[config.mk]
export PLATFORM = sky130hd
export DESIGN_NAME = ptape_ctrl
export DESIGN_NICKNAME = d
export VERILOG_FILES = /design/src/rtl/ptape_pkg.sv /design/src/rtl/ptape_timer.sv /design/src/rtl/ptape_mode_reg.sv /design/src/rtl/ptape_busy_irq.sv /design/src/rtl/ptape_ctrl.sv
export SDC_FILE = /design/constraint.sdc
export NUM_CORES = 1
export LEC_CHECK = 0
export BUFFER_PORTS_ARGS = -buffer_cell sky130_fd_sc_hd__buf_2
export CAP_MARGIN = 20
export CORE_ASPECT_RATIO = 0.6
export CORE_MARGIN = 10
export CORE_UTILIZATION = 45
export DETAILED_ROUTE_END_ITERATION = 6
export GPL_ROUTABILITY_DRIVEN = 0
export PLACE_DENSITY = 0.75
export SYNTH_ARGS = -nofsm -noshare
export SYNTH_HDL_FRONTEND = slang
export SYNTH_HIERARCHICAL = 1
export SYNTH_SLANG_ARGS = --single-unit
[constraint.sdc]
create_clock -name clk -period 1.8 [get_ports clk]
set_clock_uncertainty 0.15 [all_clocks]
set_input_delay 0.18 -clock clk [delete_from_list [all_inputs] [get_ports clk]]
set_output_delay 0.18 -clock clk [all_outputs]
set_load 0.02 [all_outputs]
[src/rtl/ptape_pkg.sv]
package ptape_pkg;

    localparam int BYTE_W  = 8;
    localparam int NFIELDS = 4;

    typedef enum logic [1:0] {
        OP_CMD   = 2'd0,
        OP_READ  = 2'd1,
        OP_WRITE = 2'd2,
        OP_SENSE = 2'd3
    } bus_op_e;

    typedef enum logic [1:0] {
        FLD_KEEP = 2'd0,
        FLD_ON   = 2'd1,
        FLD_OFF  = 2'd2,
        FLD_FLIP = 2'd3
    } fld_code_e;

    // bit 0 direction (1 = write), bit 1 slew, bit 2 run, bit 3 interrupt enable
    typedef struct packed {
        logic ien;
        logic run;
        logic slew;
        logic wr;
    } mode_t;

    // value each field takes for code FLD_ON, indexed like mode_t
    localparam logic [NFIELDS-1:0] FLD_ON_VAL = 4'b1110;

    localparam int ST_NMTN = 4;
    localparam int ST_BUSY = 3;
    localparam int ST_EXAM = 2;
    localparam int ST_UNAV = 0;

    function automatic logic fld_apply(input logic cur, input logic [1:0] code,
                                       input logic on_val);
        case (fld_code_e'(code))
            FLD_ON:   return on_val;
            FLD_OFF:  return ~on_val;
            FLD_FLIP: return ~cur;
            default:  return cur;
        endcase
    endfunction

    function automatic logic [BYTE_W-1:0] status_byte(input logic busy,
                                                      input logic rdr_moving,
                                                      input logic loaded);
        logic [BYTE_W-1:0] s;
        s = '0;
        s[ST_BUSY] = busy;
        s[ST_NMTN] = ~rdr_moving;
        s[ST_EXAM] = ~rdr_moving;
        s[ST_UNAV] = ~loaded;
        return s;
    endfunction

endpackage

[src/rtl/ptape_timer.sv]
module ptape_timer #(
    parameter int DELAY = 4
) (
    input  logic clk,
    input  logic rst,
    input  logic start,
    input  logic go,
    output logic active,
    output logic due,
    output logic done
);
    localparam int CW = (DELAY < 2) ? 1 : $clog2(DELAY);

    logic          act_q;
    logic [CW-1:0] cnt_q;

    assign active = act_q;
    assign due    = act_q && (cnt_q == '0);
    assign done   = due && go;

    always_ff @(posedge clk) begin
        if (rst) begin
            act_q <= 1'b0;
            cnt_q <= '0;
        end else if (start && (!act_q || done)) begin
            act_q <= 1'b1;
            cnt_q <= CW'(DELAY - 1);
        end else if (done) begin
            act_q <= 1'b0;
        end else if (act_q && (cnt_q != '0)) begin
            cnt_q <= cnt_q - 1'b1;
        end
    end

    // an offered or awaited handshake stays until it is taken
    p_hold_due_r9: assert property (@(posedge clk) disable iff (rst)
        (due && !go) |=> due);

    p_stay_active_r10: assert property (@(posedge clk) disable iff (rst)
        (active && !done) |=> active);

endmodule

[src/rtl/ptape_mode_reg.sv]
module ptape_mode_reg
    import ptape_pkg::*;
(
    input  logic              clk,
    input  logic              rst,
    input  logic              cmd_we,
    input  logic [BYTE_W-1:0] cmd_byte,
    output mode_t             mode_q,
    output mode_t             mode_d
);
    logic [NFIELDS-1:0] cur_bits;
    logic [NFIELDS-1:0] nxt_bits;

    assign cur_bits = mode_q;
    assign mode_d   = mode_t'(nxt_bits);

    for (genvar i = 0; i < NFIELDS; i++) begin : g_field
        always_comb begin
            nxt_bits[i] = cmd_we ? fld_apply(cur_bits[i], cmd_byte[2*i+1 -: 2], FLD_ON_VAL[i])
                                 : cur_bits[i];
        end
    end

    always_ff @(posedge clk) begin
        if (rst) mode_q <= '0;
        else     mode_q <= mode_d;
    end

    // reset clears every mode bit
    p_mode_reset_r12: assert property (@(posedge clk)
        rst |=> (mode_q == '0));

endmodule

[src/rtl/ptape_busy_irq.sv]
module ptape_busy_irq (
    input  logic clk,
    input  logic rst,
    input  logic dir_wr,
    input  logic rdr_done,
    input  logic pun_done,
    input  logic cmd_we,
    input  logic unit_moving_nx,
    input  logic rd_we,
    input  logic wr_we,
    input  logic ack,
    output logic busy,
    output logic pend
);
    logic busy_d, pend_d, done_cur;

    assign done_cur = dir_wr ? pun_done : rdr_done;

    always_comb begin
        busy_d = busy;
        pend_d = pend && !ack;
        if (done_cur) begin
            if (busy) pend_d = 1'b1;
            busy_d = 1'b0;
        end
        if (cmd_we) begin
            if (unit_moving_nx) begin
                busy_d = 1'b1;
            end else begin
                if (busy_d) pend_d = 1'b1;
                busy_d = 1'b0;
            end
        end
        if (rd_we && !dir_wr) busy_d = 1'b1;
        if (wr_we && dir_wr)  busy_d = 1'b1;
    end

    always_ff @(posedge clk) begin
        if (rst) begin
            busy <= 1'b0;
            pend <= 1'b0;
        end else begin
            busy <= busy_d;
            pend <= pend_d;
        end
    end

    // completion in selected direction with no bus op clears busy
    p_done_clears_r10: assert property (@(posedge clk) disable iff (rst)
        (done_cur && !cmd_we && !rd_we && !wr_we) |=> !busy);

    // a completion while busy latches a request even under acknowledge
    p_req_wins_r13: assert property (@(posedge clk) disable iff (rst)
        (done_cur && busy) |=> pend);

    // acknowledge without new request empties the request
    p_ack_clears_r4: assert property (@(posedge clk) disable iff (rst)
        (ack && !done_cur && !cmd_we) |=> !pend);


    p_reset_idle_r12: assert property (@(posedge clk)
        rst |=> (!busy && !pend));

endmodule

[src/rtl/ptape_ctrl.sv]
module ptape_ctrl
    import ptape_pkg::*;
#(
    parameter int RD_DELAY  = 4,
    parameter int PUN_DELAY = 3
) (
    input  logic              clk,
    input  logic              rst,
    input  logic              op_valid,
    input  logic [1:0]        op_kind,
    input  logic [BYTE_W-1:0] op_data,
    output logic [BYTE_W-1:0] rd_data,
    input  logic              irq_ack,
    output logic              irq,
    input  logic              tape_loaded,
    output logic              rdr_ready,
    input  logic              rdr_valid,
    input  logic [BYTE_W-1:0] rdr_data,
    output logic              pun_valid,
    input  logic              pun_ready,
    output logic [BYTE_W-1:0] pun_data
);
    bus_op_e op;
    logic    is_cmd, is_rd, is_wr, is_sense;

    assign op       = bus_op_e'(op_kind);
    assign is_cmd   = op_valid && (op == OP_CMD);
    assign is_rd    = op_valid && (op == OP_READ);
    assign is_wr    = op_valid && (op == OP_WRITE);
    assign is_sense = op_valid && (op == OP_SENSE);

    mode_t md, md_nx;

    ptape_mode_reg u_mode (
        .clk      (clk),
        .rst      (rst),
        .cmd_we   (is_cmd),
        .cmd_byte (op_data),
        .mode_q   (md),
        .mode_d   (md_nx)
    );

    logic rdr_start, rdr_act, rdr_due, rdr_done;
    logic pun_start, pun_act, pun_due, pun_done;

    assign rdr_start = (is_cmd && !md_nx.wr && md_nx.run)
                     || (is_rd && md.run && !md.slew)
                     || (rdr_done && md.slew);
    assign pun_start = is_wr;

    ptape_timer #(.DELAY(RD_DELAY)) u_rdr_tmr (
        .clk    (clk),
        .rst    (rst),
        .start  (rdr_start),
        .go     (rdr_valid),
        .active (rdr_act),
        .due    (rdr_due),
        .done   (rdr_done)
    );

    ptape_timer #(.DELAY(PUN_DELAY)) u_pun_tmr (
        .clk    (clk),
        .rst    (rst),
        .start  (pun_start),
        .go     (pun_ready),
        .active (pun_act),
        .due    (pun_due),
        .done   (pun_done)
    );

    logic rdr_moving_nx, pun_moving_nx, unit_moving_nx;
    assign rdr_moving_nx  = (rdr_act && !rdr_done) || rdr_start;
    assign pun_moving_nx  = (pun_act && !pun_done) || pun_start;
    assign unit_moving_nx = md_nx.wr ? pun_moving_nx : rdr_moving_nx;

    logic busy, pend;

    ptape_busy_irq u_busy (
        .clk            (clk),
        .rst            (rst),
        .dir_wr         (md.wr),
        .rdr_done       (rdr_done),
        .pun_done       (pun_done),
        .cmd_we         (is_cmd),
        .unit_moving_nx (unit_moving_nx),
        .rd_we          (is_rd),
        .wr_we          (is_wr),
        .ack            (irq_ack),
        .busy           (busy),
        .pend           (pend)
    );

    logic [BYTE_W-1:0] rbuf_q, pbuf_q;

    always_ff @(posedge clk) begin
        if (rst) begin
            rbuf_q <= '0;
            pbuf_q <= '0;
        end else begin
            if (rdr_done) rbuf_q <= rdr_data;
            if (is_wr)    pbuf_q <= op_data;
        end
    end

    always_comb begin
        rd_data = '0;
        if (is_rd)         rd_data = rbuf_q;
        else if (is_sense) rd_data = status_byte(busy, rdr_act, tape_loaded);
    end

    assign irq       = pend && md.ien;
    assign rdr_ready = rdr_due;
    assign pun_valid = pun_due;
    assign pun_data  = pbuf_q;

    // a read in read direction leaves busy set
    p_read_busy_r7: assert property (@(posedge clk) disable iff (rst)
        (is_rd && !md.wr) |=> busy);

    // a write in write direction leaves busy set
    p_write_busy_r8: assert property (@(posedge clk) disable iff (rst)
        (is_wr && md.wr) |=> busy);

    // a command ending in read+run leaves the reader moving
    p_cmd_start_r5: assert property (@(posedge clk) disable iff (rst)
        (is_cmd && !md_nx.wr && md_nx.run) |=> rdr_act);

    // slewing reader restarts right after a completion
    p_slew_restart_r2: assert property (@(posedge clk) disable iff (rst)
        (rdr_done && md.slew) |=> rdr_act);

    // reset cancels both unit cycles
    p_reset_cancel_r12: assert property (@(posedge clk)
        rst |=> (!rdr_act && !pun_act));

endmodule

==> results of run 1 <==
==> what timing repair did <==
item                                    CTS  global route
endpoints found under the setup margin    1             3
gates resized for setup                   3            18
pin swaps                                 2             6
gates cloned                              0             0
hold endpoints to repair                  9             0
hold buffers                              9             0
setup buffers                             0             1
==> power groups by stage <==
stage / Sequential [mW] / Clock [mW] / Combinational [mW]
floorplan: 0.667 / 0 / 0.0890
global placement: 0.660 / 0 / 0.157
detailed placement: 0.661 / 0 / 0.164
CTS: 0.648 / 0.505 / 0.180
global route: 0.651 / 0.527 / 0.216
finish: 0.649 / 0.494 / 0.197
==> routing by layer <==
layer / vias up / part of all wire (%) / wire length [µm]
li1: 640 / - / -
met1: 606 / 43 / 1720
met2: 47 / 48 / 1920
met3: 4 / 8.3 / 333
met4: 0 / 0.97 / 39
met5: - / 0 / 0
==> final cells by class <==
class                   count  area (µm²)
clock inverters             1        30.0
clock buffers               3        41.3
inverters                  10        37.5
fillers                   238         973
repair buffers             65         403
multi-input cells         102         805
well taps                  42        52.6
flip-flops and latches     28         567
==> critical path, stage by stage (launching register included) <==
cell and delay [ns]:
dfxtp_2 0.35, inv_2 0.05, ha_4 0.15, and3_4 0.17
nand2b_1 0.14, and3_4 0.20, a31oi_4 0.17, o21ai_1 0.08
a31o_1 0.22
==> stage by stage <==
stage,worst slack (ns),cell area (µm²),std cells
floorplan,-0.00663,1400,147
global placement,0.0104,1690,237
detailed placement,-0.109,1690,237
CTS,0.0258,1860,250
global route,-0.0305,1940,251
finish,0.0198,1940,251
==> worst paths after layout <==
check | from | endpoint | slack, ns | cells after the start
setup / recovery | u_pun_tmr/cnt_q[1] | u_busy/pend | 0.02 | 8
hold / removal | rdr_data[3] | rbuf_q[3] | 0.008 | 3
setup reg to reg | u_pun_tmr/cnt_q[1] | u_busy/pend | 0.02 | 8
hold reg to reg | rbuf_q[6] | rbuf_q[6] | 0.35 | 2
==> registers in the layout, indices dropped and copies added, names as in the netlist <==
signal,cells
u_busy/pend,1
u_pun_tmr/cnt_q,2
u_mode/mode_q,4
rbuf_q,8
u_rdr_tmr/active,1
u_busy/busy,1
u_rdr_tmr/cnt_q,2
pun_data,8
u_pun_tmr/active,1
==> parameters.txt, run 1 <==
Parameter                              Value

Pwr
  Int Power    just over 1 mW
  Power spent charging and discharging nets    about 0.31 mW
  Share of power burned in the clock network    36.9%
  Total chip power    about 1.3 mW
  Leakage power    between 0.9 and 1 nW
  Peak ir drop on the vdd network    roughly 440 µV
  Part of the power in combinational logic    14.7%
  Pwr dens    roughly 690 nW/µm²
  Switching portion of total power    between 20% and 30%
  Share of total power in sequential cells    ~49%

Clocking
  Clock slew at the register clock pins of the worst setup and hold paths    roughly 0.090 ns
  CTS root buffer    clkbuf_8
  Number of H-tree levels    1
  Clock sinks    28
  Number of buffers inserted during clock tree synthesis    3
  Clock network latency to the later pin of the worst-skew pair    approximately 0.27 ns
  Clock tree from TritonCTS    done
  Buffer depth of the longest clock path    2

Floorplan
  Std-Cell Rows    15
  Die span in x    slightly above 90 µm
  Num ports    between 40 and 50
  DIE HEIGHT    62.9 µm
  CORE AREA    between 2000 and 3000 µm²
  Die area    approximately 5800 µm²
  Initial standard-cell utilization of the core    47.4%

Route
  DRC viols    0
  Via count    around 1300
  Number of nets still failing antenna checks after routing    0
  Number of vias per cell    roughly 5.2
  Iteration-0 DRC Markers    40
  Detailed Routing Iterations Pass 1    4
  Routed len/inst    ~16 µm
  Final Routed Wirelength    ~4000 µm

STA
  Highest Clock Rate    562 MHz
  Min cycle time layout    ~1.8 ns
  Worst slew margin relative to its limit    65.8%
  Final-report hold violation count    0
  Final max-slew violation count    0
  Final hold slack    around 0.0076 ns
  Post-route setup TNS    0 ns
  Ratio of final minimum period to clock period    98.9%
  Slew of the pin with the lowest slew margin    0.513 ns
  Final setup violation count    0

Global route
  Met2 track utilization from global routing    between 20% and 30%
  Maximum number of pins on one net before global-route repair    30
  Antenna violations before repair    0
  Highest-utilization routing layer at the global route stage    met2
  Met3 Use GR    around 5.6%
  First-pass GRT wire length    around 6400 µm
  Total GRT Usage    about an eighth
  Number of global-route vias before repair    approximately 1400
  Met1 global-route usage    ~15%
  Aggregate global routing overflow    0

Finish
  Area Overhead vs Synth    40.3%
  Share of layout cells above drive strength 1    a little over two fifths
  Net count of the finished layout    roughly 240
  Highest-count cells in the layout ignoring fill and taps    buf_2, dfxtp_1, nor2_1, mux2i_1, buf_4
  Most common cell after layout, fill and taps aside    buf_2
  Core occupancy in the finished layout    between 60% and 70%
  Antenna cell count    0

Worst setup path
  Nature of the critical path startpoint    flop
  Critical Path RT    roughly 1.8 ns
  Signal arrival time at the worst endpoint    approximately 1.8 ns
  Worst Path Max Fanout    2
  Kind of critical path    reg2reg
  Endpoint type of the worst setup path    flop

Synthesis
  Synthesized area per cell    9.39 µm²
  Mapped Cells    147
  Synth Cell Area    1380 µm²
  Total number of yosys warnings    6
  Number of nets in the synthesized netlist    between 150 and 200

Placement
  DPL Wire Length    between 2000 and 3000 µm
  Count of input and output buffers    43

Run
  Number of max-cap violations    0

Run status
  Run status    complete, no violations

Hold path
  Class of the tightest hold or removal check    in2reg
Note: power is estimated with default switching activity, not from simulation.
==> run 2, diff against run 1 <==
ABC_AREA = 1   (was default)
==> run 2 against run 1 <==
Net effect: non-clock buffer count shrank 9; power down 11%; via count rose by 6.9%; final cell count rose by 21%; clock power down 24%; final area decreased by 6.9%; critical path depth is 5 higher; largest cell class unchanged; largest power group unchanged; highest routed layer unchanged.
==> parameters.txt, run 2 <==
Parameter                              Value

Route
  Final Routed Wirelength    3570 µm (-11%)
  Via count    1387 (+6.9%)
  Routed len/inst    11.8 µm (-27%)
  Number of vias per cell    4.56 (-12%)
  Number of nets still failing antenna checks after routing    0 (unchanged)
  DRC viols    0 (unchanged)
  Iteration-0 DRC Markers    86 (+110%)
  Detailed Routing Iterations Pass 1    4 (unchanged)

Worst setup path
  Count of cells along the worst register-to-register path    13 (+5)
  Register-to-register path setup slack    0.07 ns (+0.05 ns)
  R2r endpoint    u_busy/pend
  Nature of the critical path startpoint    flop
  Kind of critical path    reg2reg
  Signal arrival time at the worst endpoint    1.72 ns (-0.09 ns)
  Endpoint type of the worst setup path    flop
  Critical Path RT    1.79 ns (-0.04 ns)
  Startpoint of the worst register-to-register path    u_mode/mode_q[0]
  Standard cell with the maximum stage delay on the critical path    dfxtp_4
  Worst Path Max Fanout    5 (+3)
  Dominant delay contributor by cell family on the critical path    simple AND/OR/NAND/NOR gates
  Worst path max stage delay    0.38 ns (+0.03 ns)
  Worst-path cell chain    nand3_1, nand2_1, inv_1, nor2_1, nand3_1, nand3_2, nor2_1, nor2_1, inv_1, nand2_2, nand3_1, nand2_1, a21oi_2
  Count of buffering cells on the critical path with inverters included    2 (+1)

Synthesis
  Synth Cell Area    1390 µm² (+0.36%)
  Total number of yosys warnings    6 (unchanged)
  Synthesized area per cell    6.69 µm² (-29%)
  Mapped Cells    207 (+41%)
  Number of nets in the synthesized netlist    234 (+34%)

Hold path
  Launch point of the worst hold path    rdr_data[2]
  Hold worst-path end    rbuf_q[2]
  Class of the tightest hold or removal check    in2reg
  Worst hold path depth    3 (unchanged)

STA
  Min cycle time layout    1.73 ns (-0.0493 ns)
  Worst slew margin relative to its limit    62.6% (-3.2 points)
  Final max-slew violation count    0 (unchanged)
  Slew of the pin with the lowest slew margin    0.561 ns (+0.0485 ns)
  Final hold slack    0.0101 ns (+0.00246 ns)
  Ratio of final minimum period to clock period    96.2% (-2.7 points)
  Post-layout worst setup margin    0.0691 ns (+0.0493 ns)
  Final setup violation count    0 (unchanged)
  Highest Clock Rate    578 MHz (+2.8%)
  Final-report hold violation count    0 (unchanged)

Finish
  Storage cell area    566 µm² (-0.22%)
  Antenna cell count    0 (unchanged)
  Area of combinational cells with multiple inputs    682 µm² (-15%)
  Net count of the finished layout    290 (+22%)
  Area Overhead vs Synth    30.2%
  Share of layout cells above drive strength 1    32.1% (-11 points)
  Most common cell after layout, fill and taps aside    nand2_1
  Fill cell instance count of the final layout    271 (+14%)
  Highest-count cells in the layout ignoring fill and taps    nand2_1, buf_2, inv_1, dfxtp_1, nor2_1

Global route
  Antenna violations before repair    0 (unchanged)
  Total GRT Usage    11.5% (-1.6 points)
  Aggregate global routing overflow    0 (unchanged)
  First-pass GRT wire length    5640 µm (-11%)
  Maximum number of pins on one net before global-route repair    29 (-3.3%)
  Number of global-route vias before repair    1262 (-9.0%)

Pwr
  Peak ir drop on the vdd network    543 µV (+24%)
  Pwr dens    664 nW/µm² (-4.1%)
  Leakage power    0.899 nW (-1.8%)
  Total chip power    1.20 mW (-11%)

Clocking
  Number of buffers inserted during clock tree synthesis    3 (unchanged)
  Clock tree from TritonCTS    done
  Clock slew at the register clock pins of the worst setup and hold paths    0.09 ns (about the same)
  Buffer depth of the longest clock path    2 (unchanged)
  Number of H-tree levels    1 (unchanged)
  Clock network latency to the later pin of the worst-skew pair    0.27 ns (about the same)
  CTS root buffer    clkbuf_8
  Clock sinks    28 (unchanged)

Floorplan
  Initial standard-cell utilization of the core    47.6% (+0.17 points)
  Die span in x    91.6 µm (+0.14%)
  Std-Cell Rows    15 (unchanged)
  Die area    5770 µm² (+0.27%)
  Num ports    44 (unchanged)
  DIE HEIGHT    63.0 µm (+0.13%)
  CORE AREA    2910 µm² (unchanged)

Placement
  DPL Wire Length    2690 µm (-7.2%)
  Pre-CTS WS    -0.200 ns (-0.0909 ns)
  Count of input and output buffers    43 (unchanged)

Run
  Number of max-cap violations    0 (unchanged)

Run status
  Run status    complete, no violations
run 2: how the worst max path moves through the flow:
stage / slack [ns] / startpoint / depth (start not counted) / endpoint
floorplan: 0.06 / op_kind[1] / 17 / u_busy/pend
global placement: -0.10 / op_kind[1] / 17 / u_busy/pend
detailed placement: -0.20 / op_kind[1] / 17 / u_busy/pend
CTS: 0.06 / u_rdr_tmr/cnt_q[0] / 13 / u_busy/pend
global route: -0.07 / u_mode/mode_q[0] / 13 / u_busy/pend
finish: 0.07 / u_mode/mode_q[0] / 13 / u_busy/pend
run 2: repair_timing:
action | CTS | global route
gates resized for setup | 0 | 11
setup buffers | 0 | 2
hold buffers | 0 | 0
setup endpoints to repair | 0 | 2
run 2: layout make-up:
type,instances,share of cell area (%)
well taps,42,2.91
inverters,36,7.49
clock buffers,4,3.05
flip-flops and latches,28,31.4
multi-input cells,138,37.8
repair buffers,56,17.3
run 2: through the flow:
step / instances / cell area (µm²) / util [%] / setup TNS [ns]
after floorplan: 207 / 1390 / - / 0
after global placement: 298 / 1700 / 58.6 / -0.153
after detailed placement: 298 / 1700 / 58.6 / -0.326
after CTS: 302 / 1760 / 60.5 / 0
after global routing: 304 / 1800 / 62.0 / -0.0829
final: 304 / 1800 / 62.0 / 0
run 2: power breakdown:
group          leakage, nW  total (mW)  switching, mW  internal [mW]
combinational        0.642       0.174          0.104         0.0702
sequential           0.228       0.646         0.0106          0.636
clock               0.0288       0.377          0.181          0.196
total                0.899        1.20          0.296          0.902
run 2: worst reg2reg max path, delay by kind of cell (launching register included):
family | cells | cell delay (ns)
flops | 1 | 0.38
buf+inv | 2 | 0.12
simple gates | 10 | 0.92
compound gates | 1 | 0.05
run 2: per-layer routing:
metal	GRT usage, %	share of wire [%]	wire length [µm]	vias up
met4	2.33	0.48	17	0
met1	14.8	48	1720	590
li1	-	-	-	749
met5	0	0	0	-
met2	16.5	41	1460	46
met3	5.88	11	379	2
